===== config.mk =====
export PLATFORM = sky130hd
export DESIGN_NAME = addr_cam_filter
export DESIGN_NICKNAME = d
export VERILOG_FILES = /design/src/rtl/cam_pkg.sv /design/src/rtl/cam_load_seq.sv /design/src/rtl/cam_table.sv /design/src/rtl/cam_filter.sv /design/src/rtl/addr_cam_filter.sv
export SDC_FILE = /design/constraint.sdc
export NUM_CORES = 2
export LEC_CHECK = 0
export ABC_CLOCK_PERIOD_IN_PS = 3600
export BUFFER_PORTS_ARGS = -buffer_cell sky130_fd_sc_hd__buf_2
export CAP_MARGIN = 25
export CORE_ASPECT_RATIO = 0.9
export CORE_MARGIN = 2
export CORE_UTILIZATION = 57
export DETAILED_ROUTE_END_ITERATION = 6
export PLACE_DENSITY = 0.74
export REMOVE_ABC_BUFFERS = 1
export SLEW_MARGIN = 5
export SYNTH_ARGS = -nofsm -noshare
export SYNTH_HDL_FRONTEND = slang
export SYNTH_SLANG_ARGS = --single-unit

===== constraint.sdc =====
create_clock -name clk -period 3.6 [get_ports clk]
set_input_delay 0.54 -clock clk [delete_from_list [all_inputs] [get_ports clk]]
set_output_delay 0.54 -clock clk [all_outputs]
set_load 0.05 [all_outputs]

===== src/rtl/cam_pkg.sv =====
package cam_pkg;

  typedef enum logic [1:0] {
    LD_IDLE  = 2'd0,
    LD_ENTRY = 2'd1,
    LD_MASK  = 2'd2
  } ld_state_e;

  localparam logic [15:0] TAG_MCAST = 16'h0100;
  localparam logic [15:0] TAG_BCAST = 16'h0080;

  typedef struct packed {
    logic        accept;
    logic [15:0] tag;
  } verdict_t;

  // byte offset of descriptor word w inside a descriptor
  function automatic logic [4:0] desc_word_off(input logic [1:0] w, input logic wide);
    return {2'b00, w, 1'b0} << wide;
  endfunction

  // byte distance between consecutive descriptors
  function automatic logic [4:0] desc_step(input logic wide);
    return 5'd8 << wide;
  endfunction

  // ordered acceptance decision
  function automatic verdict_t classify(input logic pro, input logic amc, input logic brd,
                                        input logic [47:0] dst, input logic hit);
    verdict_t v;
    v.accept = 1'b0;
    v.tag    = '0;
    if (pro && !dst[0]) begin
      v.accept = 1'b1;
    end else if (amc && dst[0]) begin
      v.accept = 1'b1;
      v.tag    = TAG_MCAST;
    end else if (brd && (&dst)) begin
      v.accept = 1'b1;
      v.tag    = TAG_BCAST;
    end else if (hit) begin
      v.accept = 1'b1;
    end
    return v;
  endfunction

endpackage


===== src/rtl/cam_load_seq.sv =====
module cam_load_seq
  import cam_pkg::*;
#(
  parameter int AW    = 32,
  parameter int N_ENT = 16,
  parameter int CW    = 5,
  localparam int IW   = $clog2(N_ENT)
) (
  input  logic          clk,
  input  logic          rst_n,
  input  logic          load_cmd,
  input  logic          wide_mode,
  input  logic [CW-1:0] cnt_init,
  input  logic [AW-1:0] ptr_init,
  input  logic          mem_ack,
  input  logic [15:0]   mem_rdata,
  output logic          busy,
  output logic          done,
  output logic [CW-1:0] cnt_q,
  output logic [AW-1:0] ptr_q,
  output logic          mem_req,
  output logic [AW-1:0] mem_addr,
  output logic          ent_we,
  output logic [IW-1:0] ent_idx,
  output logic [47:0]   ent_data,
  output logic          mask_we,
  output logic [15:0]   mask_data
);

  ld_state_e   state;
  logic [1:0]  wsel;
  logic [15:0] stage_lo;
  logic [15:0] stage_mid;
  logic        wide_q;
  logic [1:0]  cur_word;

  assign busy      = (state != LD_IDLE);
  assign mem_req   = busy;
  assign cur_word  = (state == LD_MASK) ? 2'd0 : wsel;
  assign mem_addr  = ptr_q + AW'(desc_word_off(cur_word, wide_q));
  assign ent_we    = (state == LD_ENTRY) && mem_ack && (wsel == 2'd3);
  assign ent_data  = {mem_rdata, stage_mid, stage_lo};
  assign mask_we   = (state == LD_MASK) && mem_ack;
  assign mask_data = mem_rdata;

  always_ff @(posedge clk or negedge rst_n) begin
    if (!rst_n) begin
      state     <= LD_IDLE;
      wsel      <= 2'd1;
      stage_lo  <= '0;
      stage_mid <= '0;
      wide_q    <= 1'b0;
      cnt_q     <= '0;
      ptr_q     <= '0;
      ent_idx   <= '0;
      done      <= 1'b0;
    end else begin
      unique case (state)
        LD_IDLE: begin
          if (load_cmd) begin
            cnt_q   <= cnt_init;
            ptr_q   <= ptr_init;
            wide_q  <= wide_mode;
            ent_idx <= '0;
            wsel    <= 2'd1;
            done    <= 1'b0;
            state   <= (cnt_init != '0) ? LD_ENTRY : LD_MASK;
          end
        end
        LD_ENTRY: begin
          if (mem_ack) begin
            unique case (wsel)
              2'd1: begin
                stage_lo <= mem_rdata;
                wsel     <= 2'd2;
              end
              2'd2: begin
                stage_mid <= mem_rdata;
                wsel      <= 2'd3;
              end
              default: begin
                wsel    <= 2'd1;
                cnt_q   <= cnt_q - CW'(1);
                ptr_q   <= ptr_q + AW'(desc_step(wide_q));
                ent_idx <= ent_idx + IW'(1);
                if (cnt_q == CW'(1)) state <= LD_MASK;
              end
            endcase
          end
        end
        LD_MASK: begin
          if (mem_ack) begin
            state <= LD_IDLE;
            done  <= 1'b1;
          end
        end
        default: state <= LD_IDLE;
      endcase
    end
  end

endmodule


===== src/rtl/cam_table.sv =====
module cam_table #(
  parameter int N_ENT = 16,
  localparam int IW   = $clog2(N_ENT)
) (
  input  logic             clk,
  input  logic             rst_n,
  input  logic             ent_we,
  input  logic [IW-1:0]    ent_idx,
  input  logic [47:0]      ent_data,
  input  logic             mask_we,
  input  logic [N_ENT-1:0] mask_data,
  input  logic [47:0]      dst_addr,
  output logic             any_hit,
  input  logic             rd_reset_mode,
  input  logic [IW-1:0]    rd_sel,
  output logic [15:0]      rd_cap0,
  output logic [15:0]      rd_cap1,
  output logic [15:0]      rd_cap2
);

  logic [47:0]      slot [N_ENT];
  logic [N_ENT-1:0] enable_q;
  logic [N_ENT-1:0] hit_vec;

  for (genvar i = 0; i < N_ENT; i++) begin : g_slot
    always_ff @(posedge clk or negedge rst_n) begin
      if (!rst_n) slot[i] <= '0;
      else if (ent_we && (ent_idx == IW'(i))) slot[i] <= ent_data;
    end
    assign hit_vec[i] = enable_q[i] && (slot[i] == dst_addr);
  end

  always_ff @(posedge clk or negedge rst_n) begin
    if (!rst_n) enable_q <= '0;
    else if (mask_we) enable_q <= mask_data;
  end

  assign any_hit = |hit_vec;

  always_comb begin
    rd_cap0 = '0;
    rd_cap1 = '0;
    rd_cap2 = '0;
    if (rd_reset_mode) begin
      rd_cap0 = slot[rd_sel][15:0];
      rd_cap1 = slot[rd_sel][31:16];
      rd_cap2 = slot[rd_sel][47:32];
    end
  end

endmodule


===== src/rtl/cam_filter.sv =====
module cam_filter
  import cam_pkg::*;
(
  input  logic        clk,
  input  logic        rst_n,
  input  logic        frame_valid,
  input  logic [47:0] dst_addr,
  input  logic        promisc_en,
  input  logic        allmc_en,
  input  logic        bcast_en,
  input  logic        cam_hit,
  output logic        res_valid,
  output logic        res_accept,
  output logic [15:0] res_tag
);

  verdict_t v_next;

  assign v_next = classify(promisc_en, allmc_en, bcast_en, dst_addr, cam_hit);

  always_ff @(posedge clk or negedge rst_n) begin
    if (!rst_n) begin
      res_valid  <= 1'b0;
      res_accept <= 1'b0;
      res_tag    <= '0;
    end else begin
      res_valid <= frame_valid;
      if (frame_valid) begin
        res_accept <= v_next.accept;
        res_tag    <= v_next.tag;
      end
    end
  end

endmodule


===== src/rtl/addr_cam_filter.sv =====
module addr_cam_filter #(
  parameter int AW    = 32,
  parameter int N_ENT = 16,
  localparam int CW   = 5,
  localparam int IW   = $clog2(N_ENT)
) (
  input  logic          clk,
  input  logic          rst_n,
  input  logic          load_cmd,
  input  logic          wide_mode,
  input  logic [CW-1:0] cnt_init,
  input  logic [AW-1:0] ptr_init,
  output logic          load_busy,
  output logic          load_done,
  output logic [CW-1:0] cnt_q,
  output logic [AW-1:0] ptr_q,
  output logic          mem_req,
  output logic [AW-1:0] mem_addr,
  input  logic          mem_ack,
  input  logic [15:0]   mem_rdata,
  input  logic          promisc_en,
  input  logic          allmc_en,
  input  logic          bcast_en,
  input  logic          frame_valid,
  input  logic [47:0]   dst_addr,
  output logic          res_valid,
  output logic          res_accept,
  output logic [15:0]   res_tag,
  input  logic          rd_reset_mode,
  input  logic [IW-1:0] rd_sel,
  output logic [15:0]   rd_cap0,
  output logic [15:0]   rd_cap1,
  output logic [15:0]   rd_cap2
);

  // named internal events, observed by the bound checker
  logic          ent_commit;
  logic          mask_commit;
  logic [IW-1:0] ent_idx;
  logic [47:0]   ent_data;
  logic [15:0]   mask_word;
  logic          cam_hit;

  cam_load_seq #(.AW(AW), .N_ENT(N_ENT), .CW(CW)) u_seq (
    .clk       (clk),
    .rst_n     (rst_n),
    .load_cmd  (load_cmd),
    .wide_mode (wide_mode),
    .cnt_init  (cnt_init),
    .ptr_init  (ptr_init),
    .mem_ack   (mem_ack),
    .mem_rdata (mem_rdata),
    .busy      (load_busy),
    .done      (load_done),
    .cnt_q     (cnt_q),
    .ptr_q     (ptr_q),
    .mem_req   (mem_req),
    .mem_addr  (mem_addr),
    .ent_we    (ent_commit),
    .ent_idx   (ent_idx),
    .ent_data  (ent_data),
    .mask_we   (mask_commit),
    .mask_data (mask_word)
  );

  cam_table #(.N_ENT(N_ENT)) u_table (
    .clk           (clk),
    .rst_n         (rst_n),
    .ent_we        (ent_commit),
    .ent_idx       (ent_idx),
    .ent_data      (ent_data),
    .mask_we       (mask_commit),
    .mask_data     (mask_word[N_ENT-1:0]),
    .dst_addr      (dst_addr),
    .any_hit       (cam_hit),
    .rd_reset_mode (rd_reset_mode),
    .rd_sel        (rd_sel),
    .rd_cap0       (rd_cap0),
    .rd_cap1       (rd_cap1),
    .rd_cap2       (rd_cap2)
  );

  cam_filter u_filter (
    .clk         (clk),
    .rst_n       (rst_n),
    .frame_valid (frame_valid),
    .dst_addr    (dst_addr),
    .promisc_en  (promisc_en),
    .allmc_en    (allmc_en),
    .bcast_en    (bcast_en),
    .cam_hit     (cam_hit),
    .res_valid   (res_valid),
    .res_accept  (res_accept),
    .res_tag     (res_tag)
  );

endmodule


After elaboration in Yosys (flattened, before gate mapping)
Index checks and enable logic that the tools add are counted.

Logic and storage cells: 173. Input port bits: 115. Output and inout port bits: 138. Flip-flop bits (word level): 881.

Add/subtract/negate cells: 4. $lt $le $gt $ge: 1. Muxes and demuxes: 39. Reduce and logical (&&, ||, !) cells: 55. Eq/ne operators: 42. Shifts and indexed selects: 2. Bitwise logic cells: 1.

Operators with widths (count): 48-bit equality test (16); 48-bit binary-select mux with 4-bit select (1); 32-bit two-way mux (3); 48-bit two-way mux (2); 32-bit by 5-bit adder with 32-bit output (2); 16-bit two-way mux (4); 32-bit case mux with 2 select lines (1); 48-bit AND reduction (1); 1-bit logical AND (38); 4-bit equality test (second input constant) (8); 2-bit two-way mux (9); 17-bit two-way mux (1); 4-bit by 3-bit equality test with 1-bit output (second input constant) (4); 16-bit OR reduction (1); 5-bit two-way mux (3); 4-bit two-way mux (3); 3-bit AND reduction (4); 2-bit != test (second input constant) (5); 5-bit case mux with 2 select lines (1); 4-bit by 2-bit equality test with 1-bit output (second input constant) (2); 8-bit two-way mux (1); 2-bit case mux with 2 select lines (2); 4-bit case mux with 2 select lines (1); 2-bit equality test (second input constant) (3); 21 further kinds (28).

Longest topological paths before layout
Depth after elaboration: 7. Gate-level depth with buffers: 13. Depth with buffers taken out: 12.

Modules after synthesis
Synthesis repeated with hierarchy kept, for this count alone.

Cell total of the unflattened synthesis: 3854. Area, all modules: 49452.4 um^2.

Modules (own cells, without submodules): cam_table (instances 1, cells each 3266, sequential area each 19618.8 um^2, area an instance 44106.1 um^2); cam_load_seq (instances 1, cells each 541, sequential area each 1978.1 um^2, area an instance 4976.0 um^2); cam_filter (instances 1, cells each 47, sequential area each 100.1 um^2, area an instance 370.4 um^2).

Worst setup path before layout
OpenSTA, ideal clock, no wires.

Path type: reg-to-output. From: register u_seq.state[1]. To: output port mem_addr[29]. Setup slack: -0.256 ns. Stages on the path, launching flop included: 14. Required time: 3.060 ns. Buffers on the path: 1. Data arrival time: 3.316 ns. Cells stage by stage: dfrtp_1 clkbuf_1 nor2b_1 nor3_1 ha_1 inv_1 fa_1 nor2b_1 o2111a_2 nand3_2 nor3_2 nand2_1 nor2_1 xor2_1.

Cells in the longest elaborated chain, start to end: 4.

Ends and longest elaborated chain: start: declaration (line cam_load_seq.sv:30) `ld_state_e state;`; start signal: assignment (line cam_load_seq.sv:67) `state <= (cnt_init != '0) ? LD_ENTRY : LD_MASK;`; 2-bit equality test (line cam_load_seq.sv:39) `assign cur_word = (state == LD_MASK) ? 2'd0 : wsel;`; 2-bit two-way mux (line cam_load_seq.sv:39); 3-bit by 1-bit left shift with 5-bit output (line cam_pkg.sv:19) `return {2'b00, w, 1'b0} << wide;`; 32-bit by 5-bit adder with 32-bit output (line cam_load_seq.sv:40) `assign mem_addr = ptr_q + AW'(desc_word_off(cur_word, wide_q));`; end: declaration (line addr_cam_filter.sv:18) `output logic [AW-1:0] mem_addr,`.

Every way passes these cells.

Final worst setup path
From: register u_seq.wsel[0]. To: output port mem_addr[19].

Cells in the longest elaborated chain, start to end: 3.

Ends and longest elaborated chain: start: declaration (line cam_load_seq.sv:31) `logic [1:0] wsel;`; start signal: assignment (line cam_load_seq.sv:49) `wsel <= 2'd1;`; start signal: assignment (line cam_load_seq.sv:65) `wsel <= 2'd1;`; start signal: assignment (line cam_load_seq.sv:75) `wsel <= 2'd2;`; 2-bit two-way mux (line cam_load_seq.sv:39); 3-bit by 1-bit left shift with 5-bit output (line cam_pkg.sv:19); 32-bit by 5-bit adder with 32-bit output (line cam_load_seq.sv:40).

Every way passes these cells.

==> metrics.txt <==
# TYPE chip_impl_metric gauge
chip_impl_metric{name="worst-r2r-setup-slack",unit="ps"} 540
chip_impl_metric{name="finalCoreUtilization",unit="%"} 65.7
chip_impl_metric{name="min_period",unit="ps"} 3800
chip_impl_metric{name="power.internal",unit="µW"} 19800
chip_impl_metric{name="comb_power_share",unit="%"} 27.5
chip_impl_metric{name="drive_gt1_share",unit="%"} 40.8
chip_impl_info{name="crit_path_frequent_cell",value="sky130_fd_sc_hd__buf_6"} 1
chip_impl_info{name="hold_path_end",value="u_seq.ptr_q[1]"} 1
chip_impl_metric{name="layout-area-overhead-vs-synth",unit="%"} 14.3
chip_impl_metric{name="async_sr_flop_fraction",unit="%"} 100
chip_impl_metric{name="worst-slew-pin-transition",unit="ps"} 1080
chip_impl_metric{name="timing.final.max_slew_violations",unit=""} 0
chip_impl_metric{name="power.sequential.fraction",unit="%"} 40.1
chip_impl_metric{name="number_of_nets_with_antenna_violations_after_detailed_routing",unit=""} 0
chip_impl_metric{name="drv.max_cap_violation_count",unit=""} 0
chip_impl_metric{name="die_h",unit="µm"} 283
chip_impl_metric{name="fillCellCount",unit=""} 6488
chip_impl_metric{name="core.rowCount",unit=""} 102
chip_impl_metric{name="yosys_register_bits",unit=""} 867
chip_impl_metric{name="worst_ep_required_time",unit="ps"} 3060
chip_impl_metric{name="design.core.area",unit="µm²"} 86000
chip_impl_metric{name="finish.net_count",unit=""} 4229
chip_impl_info{name="violations",value="DRC, setup timing"} 1
chip_impl_metric{name="dr_total_vias",unit=""} 37314
chip_impl_metric{name="syn-mean-instance-area",unit="µm²"} 12.9
chip_impl_metric{name="worst_clock_skew",unit="ps"} 29.2
chip_impl_info{name="tritoncts",value="built"} 1
chip_impl_info{name="layout.cells.most_common_list",value="864 x sky130_fd_sc_hd__dfrtp_1, 727 x sky130_fd_sc_hd__mux2_2, 436 x sky130_fd_sc_hd__xnor2_1"} 1
chip_impl_metric{name="port_buffers",unit=""} 238
chip_impl_metric{name="timing.max_slew.rel_slack",unit="%"} 27.9
chip_impl_info{name="rsz_0062_raised_after_global_routing",value="true"} 1
chip_impl_metric{name="grt_max_degree",unit=""} 98
chip_impl_metric{name="whs_path_depth",unit=""} 3
chip_impl_metric{name="crit_fanout",unit=""} 5
chip_impl_metric{name="layout_worst_path_cycle_share",unit="%"} 106
chip_impl_metric{name="die-area",unit="µm²"} 89100
chip_impl_metric{name="max-clock-path-buffers",unit=""} 3
chip_impl_info{name="crit_path_cell_trace",value="buf_6 > nand2_4 > o21ai_2 > and2_4 > inv_2 > fa_2 > nor2b_4 > o2111a_2 > nand3_4 > buf_6 > nor3_4 > xor2_1 > buf_4"} 1
chip_impl_metric{name="total_wirelength_of_the_detailed_routed_design",unit="µm"} 218000
chip_impl_metric{name="drt-pass1-iter-count",unit=""} 7
chip_impl_metric{name="detailed_place_hpwl",unit="µm"} 162000
chip_impl_metric{name="maximum_vdd_ir_drop",unit="µV"} 1150
chip_impl_metric{name="floorplan.die.width",unit="µm"} 314
chip_impl_metric{name="max_stage_delay",unit="ps"} 550
chip_impl_metric{name="min_setup_slack_post_route",unit="ps"} -201
chip_impl_metric{name="setup_tns",unit="ps"} -1850
chip_impl_info{name="worstReg2RegEnd",value="u_filter.res_accept"} 1
chip_impl_metric{name="remaining_global_route_overflow",unit=""} 0
chip_impl_metric{name="wire_per_inst",unit="µm"} 40.9
chip_impl_metric{name="dp_cells",unit=""} 5124
chip_impl_metric{name="finalHoldViolCount",unit=""} 0
chip_impl_metric{name="initial_core_util",unit="%"} 57.5
chip_impl_metric{name="io_pins",unit=""} 253
chip_impl_info{name="path_delay_family",value="simple AND/OR/NAND/NOR gates"} 1
chip_impl_metric{name="vias_per_cell",unit=""} 7.00
chip_impl_info{name="synth-main-ff-cell",value="sky130_fd_sc_hd__dfrtp_1"} 1
chip_impl_metric{name="ys_warn_count",unit=""} 0
chip_impl_metric{name="cellPowerDensity",unit="nW/µm²"} 562
chip_impl_metric{name="first_iter_violations",unit=""} 5421
chip_impl_metric{name="grt_pass1_wl",unit="µm"} 296000
chip_impl_metric{name="p_leak",unit="µW"} 0.0264
chip_impl_info{name="criticalPathCategory",value="reg2out"} 1
chip_impl_info{name="mostFrequentLayoutCell",value="sky130_fd_sc_hd__dfrtp_1"} 1
chip_impl_metric{name="grtUsageTotal",unit="%"} 48.7
chip_impl_metric{name="vias_in_the_first_global_route",unit=""} 35487
chip_impl_metric{name="worst_ep_arrival_time",unit="ps"} 3260
chip_impl_metric{name="post_layout_nonfiller_instances",unit=""} 5330
chip_impl_metric{name="clock_network_fraction_of_design_power",unit="%"} 32.4
chip_impl_info{name="worst_hold_path_type",value="in2reg"} 1
chip_impl_metric{name="sw_frac_of_total",unit="%"} 37.6
chip_impl_metric{name="synth.yosys.seq_area_share",unit="%"} 43.9
chip_impl_metric{name="netSwitchingPower",unit="µW"} 11900
chip_impl_metric{name="htreeDepth",unit=""} 3
chip_impl_metric{name="report.final.setup_viol",unit=""} 22
chip_impl_metric{name="place_congestion",unit=""} 1.15
chip_impl_metric{name="max_clock_freq",unit="MHz"} 263
chip_impl_metric{name="cts_sinks",unit=""} 867
chip_impl_metric{name="syn-cell-area",unit="µm²"} 49400
chip_impl_metric{name="path_buf_inv",unit=""} 4
chip_impl_metric{name="clkLatencyLatePin",unit="ps"} 710
chip_impl_info{name="timing.critical_path.slowest_stage_cell",value="sky130_fd_sc_hd__dfstp_2"} 1
chip_impl_metric{name="synthesized_netlist_cell_count",unit=""} 3832
chip_impl_info{name="setup.worst_path.start_class",value="flip-flop"} 1
chip_impl_metric{name="clkSlewWorstSetupHoldPaths",unit="ps"} 60
chip_impl_metric{name="worst_reg_to_reg_path_cell_count",unit=""} 7
chip_impl_metric{name="synth-edff-count",unit=""} 0
chip_impl_metric{name="initial_antenna_violation_count",unit=""} 19
chip_impl_metric{name="drcViolationCount",unit=""} 1
chip_impl_metric{name="netlist-cell-type-count",unit=""} 69
chip_impl_info{name="cts.root.buffer_cell",value="sky130_fd_sc_hd__clkbuf_16"} 1
chip_impl_info{name="critical_path.reg2reg.startpoint",value="u_table.slot[436]"} 1
chip_impl_info{name="critical_hold_path_startpoint",value="ptr_init[1]"} 1
chip_impl_info{name="endpoint_type_of_the_worst_setup_path",value="output pin"} 1
chip_impl_metric{name="cts_inserted_buffers",unit=""} 94
chip_impl_info{name="outcome",value="finished with violations"} 1
per-layer routing:
layer | wire, µm | vias up | track usage (%)
li1 | - | 14378 | -
met1 | 80700 | 19670 | 64.2
met2 | 90300 | 2653 | 67.2
met3 | 31500 | 597 | 21.8
met4 | 15100 | 16 | 26.3
met5 | 100 | - | 0
synthesized netlist by cell type (all sizes together) (41+ instances only):
master / number / area (µm²)
xnor2: 440 / 3850
nor3: 41 / 215
nor2: 50 / 195
inv: 72 / 270
buf: 236 / 1420
clkbuf: 112 / 420
mux4: 240 / 5410
dfrtp: 866 / 21700
xor2: 295 / 2580
nand2: 80 / 300
nand4: 147 / 920
nor4: 102 / 644
mux2: 816 / 9230
o21ai: 50 / 250
and2: 52 / 325
worst max path at each step:
stage	to	cells after the start	slack (ps)	startpoint
after floorplan	mem_addr[29]	12	-160	u_seq.state[1]
final	mem_addr[19]	13	-200	u_seq.wsel[0]
after detailed placement	mem_addr[29]	13	120	u_seq.wsel[0]
after global placement	mem_addr[29]	13	150	u_seq.wsel[0]
after global routing	mem_addr[19]	13	-350	u_seq.wsel[0]
after CTS	mem_addr[29]	14	-230	u_seq.wsel[0]
cells by family after synthesis:
kind of cell,share of synthesized area (%)
flops,43.9
mux,29.6
simple gates,6.26
compound gates,2.44
fa+ha+maj,0.461
other cells,0.00759
buf+inv,4.27
xor+xnor,13.0
area by class of cell:
cell class | count | area [µm²] | share of cell area, %
antenna | 9 | 22.5 | 0.0399
clock buffer | 143 | 2830 | 5.01
clock inverter | 33 | 400 | 0.709
inverter | 72 | 273 | 0.483
multi-input combinational | 2558 | 26000 | 46.1
sequential | 867 | 21700 | 38.4
tap | 1144 | 1430 | 2.53
timing repair buffer | 504 | 3820 | 6.77
per-stage QoR:
stage	power [µW]	setup slack [ps]	cell area, µm²	hold slack (ps)
after floorplan	16900	-164	47600	244
after global placement	20800	154	52800	457
after detailed placement	20900	120	52800	466
after CTS	31200	-233	56300	24.5
after global routing	32500	-355	56500	49.4
final	31800	-201	56500	43.6
repair_timing:
item                                    in CTS  in global routing
resized for setup                           61                 36
endpoints found under the setup margin      22                 25
cloned                                       0                  0
hold buffers                                 1                  0
endpoints found under the hold margin       37                  0
pin swaps                                   14                 12
setup buffers                               15                  9
worst reg2reg max path, delay by kind of cell, from the launching register on:
family / cells / cell delay, ps
simple gates: 4 / 1120
xor+xnor: 1 / 750
compound gates: 2 / 610
flops: 1 / 500
registers in the layout (all words and copies together), names as in the netlist, 2 cells and up:
signal            cells
u_seq.state           2
u_table.enable_q     16
u_seq.stage_lo       16
u_table.slot        768
u_seq.ptr_q          32
u_filter.res_tag      2
u_seq.cnt_q           5
u_seq.stage_mid      16
u_seq.ent_idx         4
u_seq.wsel            2
power groups by stage:
stage	Combinational (µW)	Sequential (µW)	Clock (µW)
5_1_grt	9010	12800	10700
3_5_place_dp	8080	12800	0
2_1_floorplan	4130	12800	0
3_3_place_gp	8020	12700	0
4_1_cts	8360	12600	10300
6_report	8740	12700	10300
No activity file was read; power rests on OpenSTA's default activity.
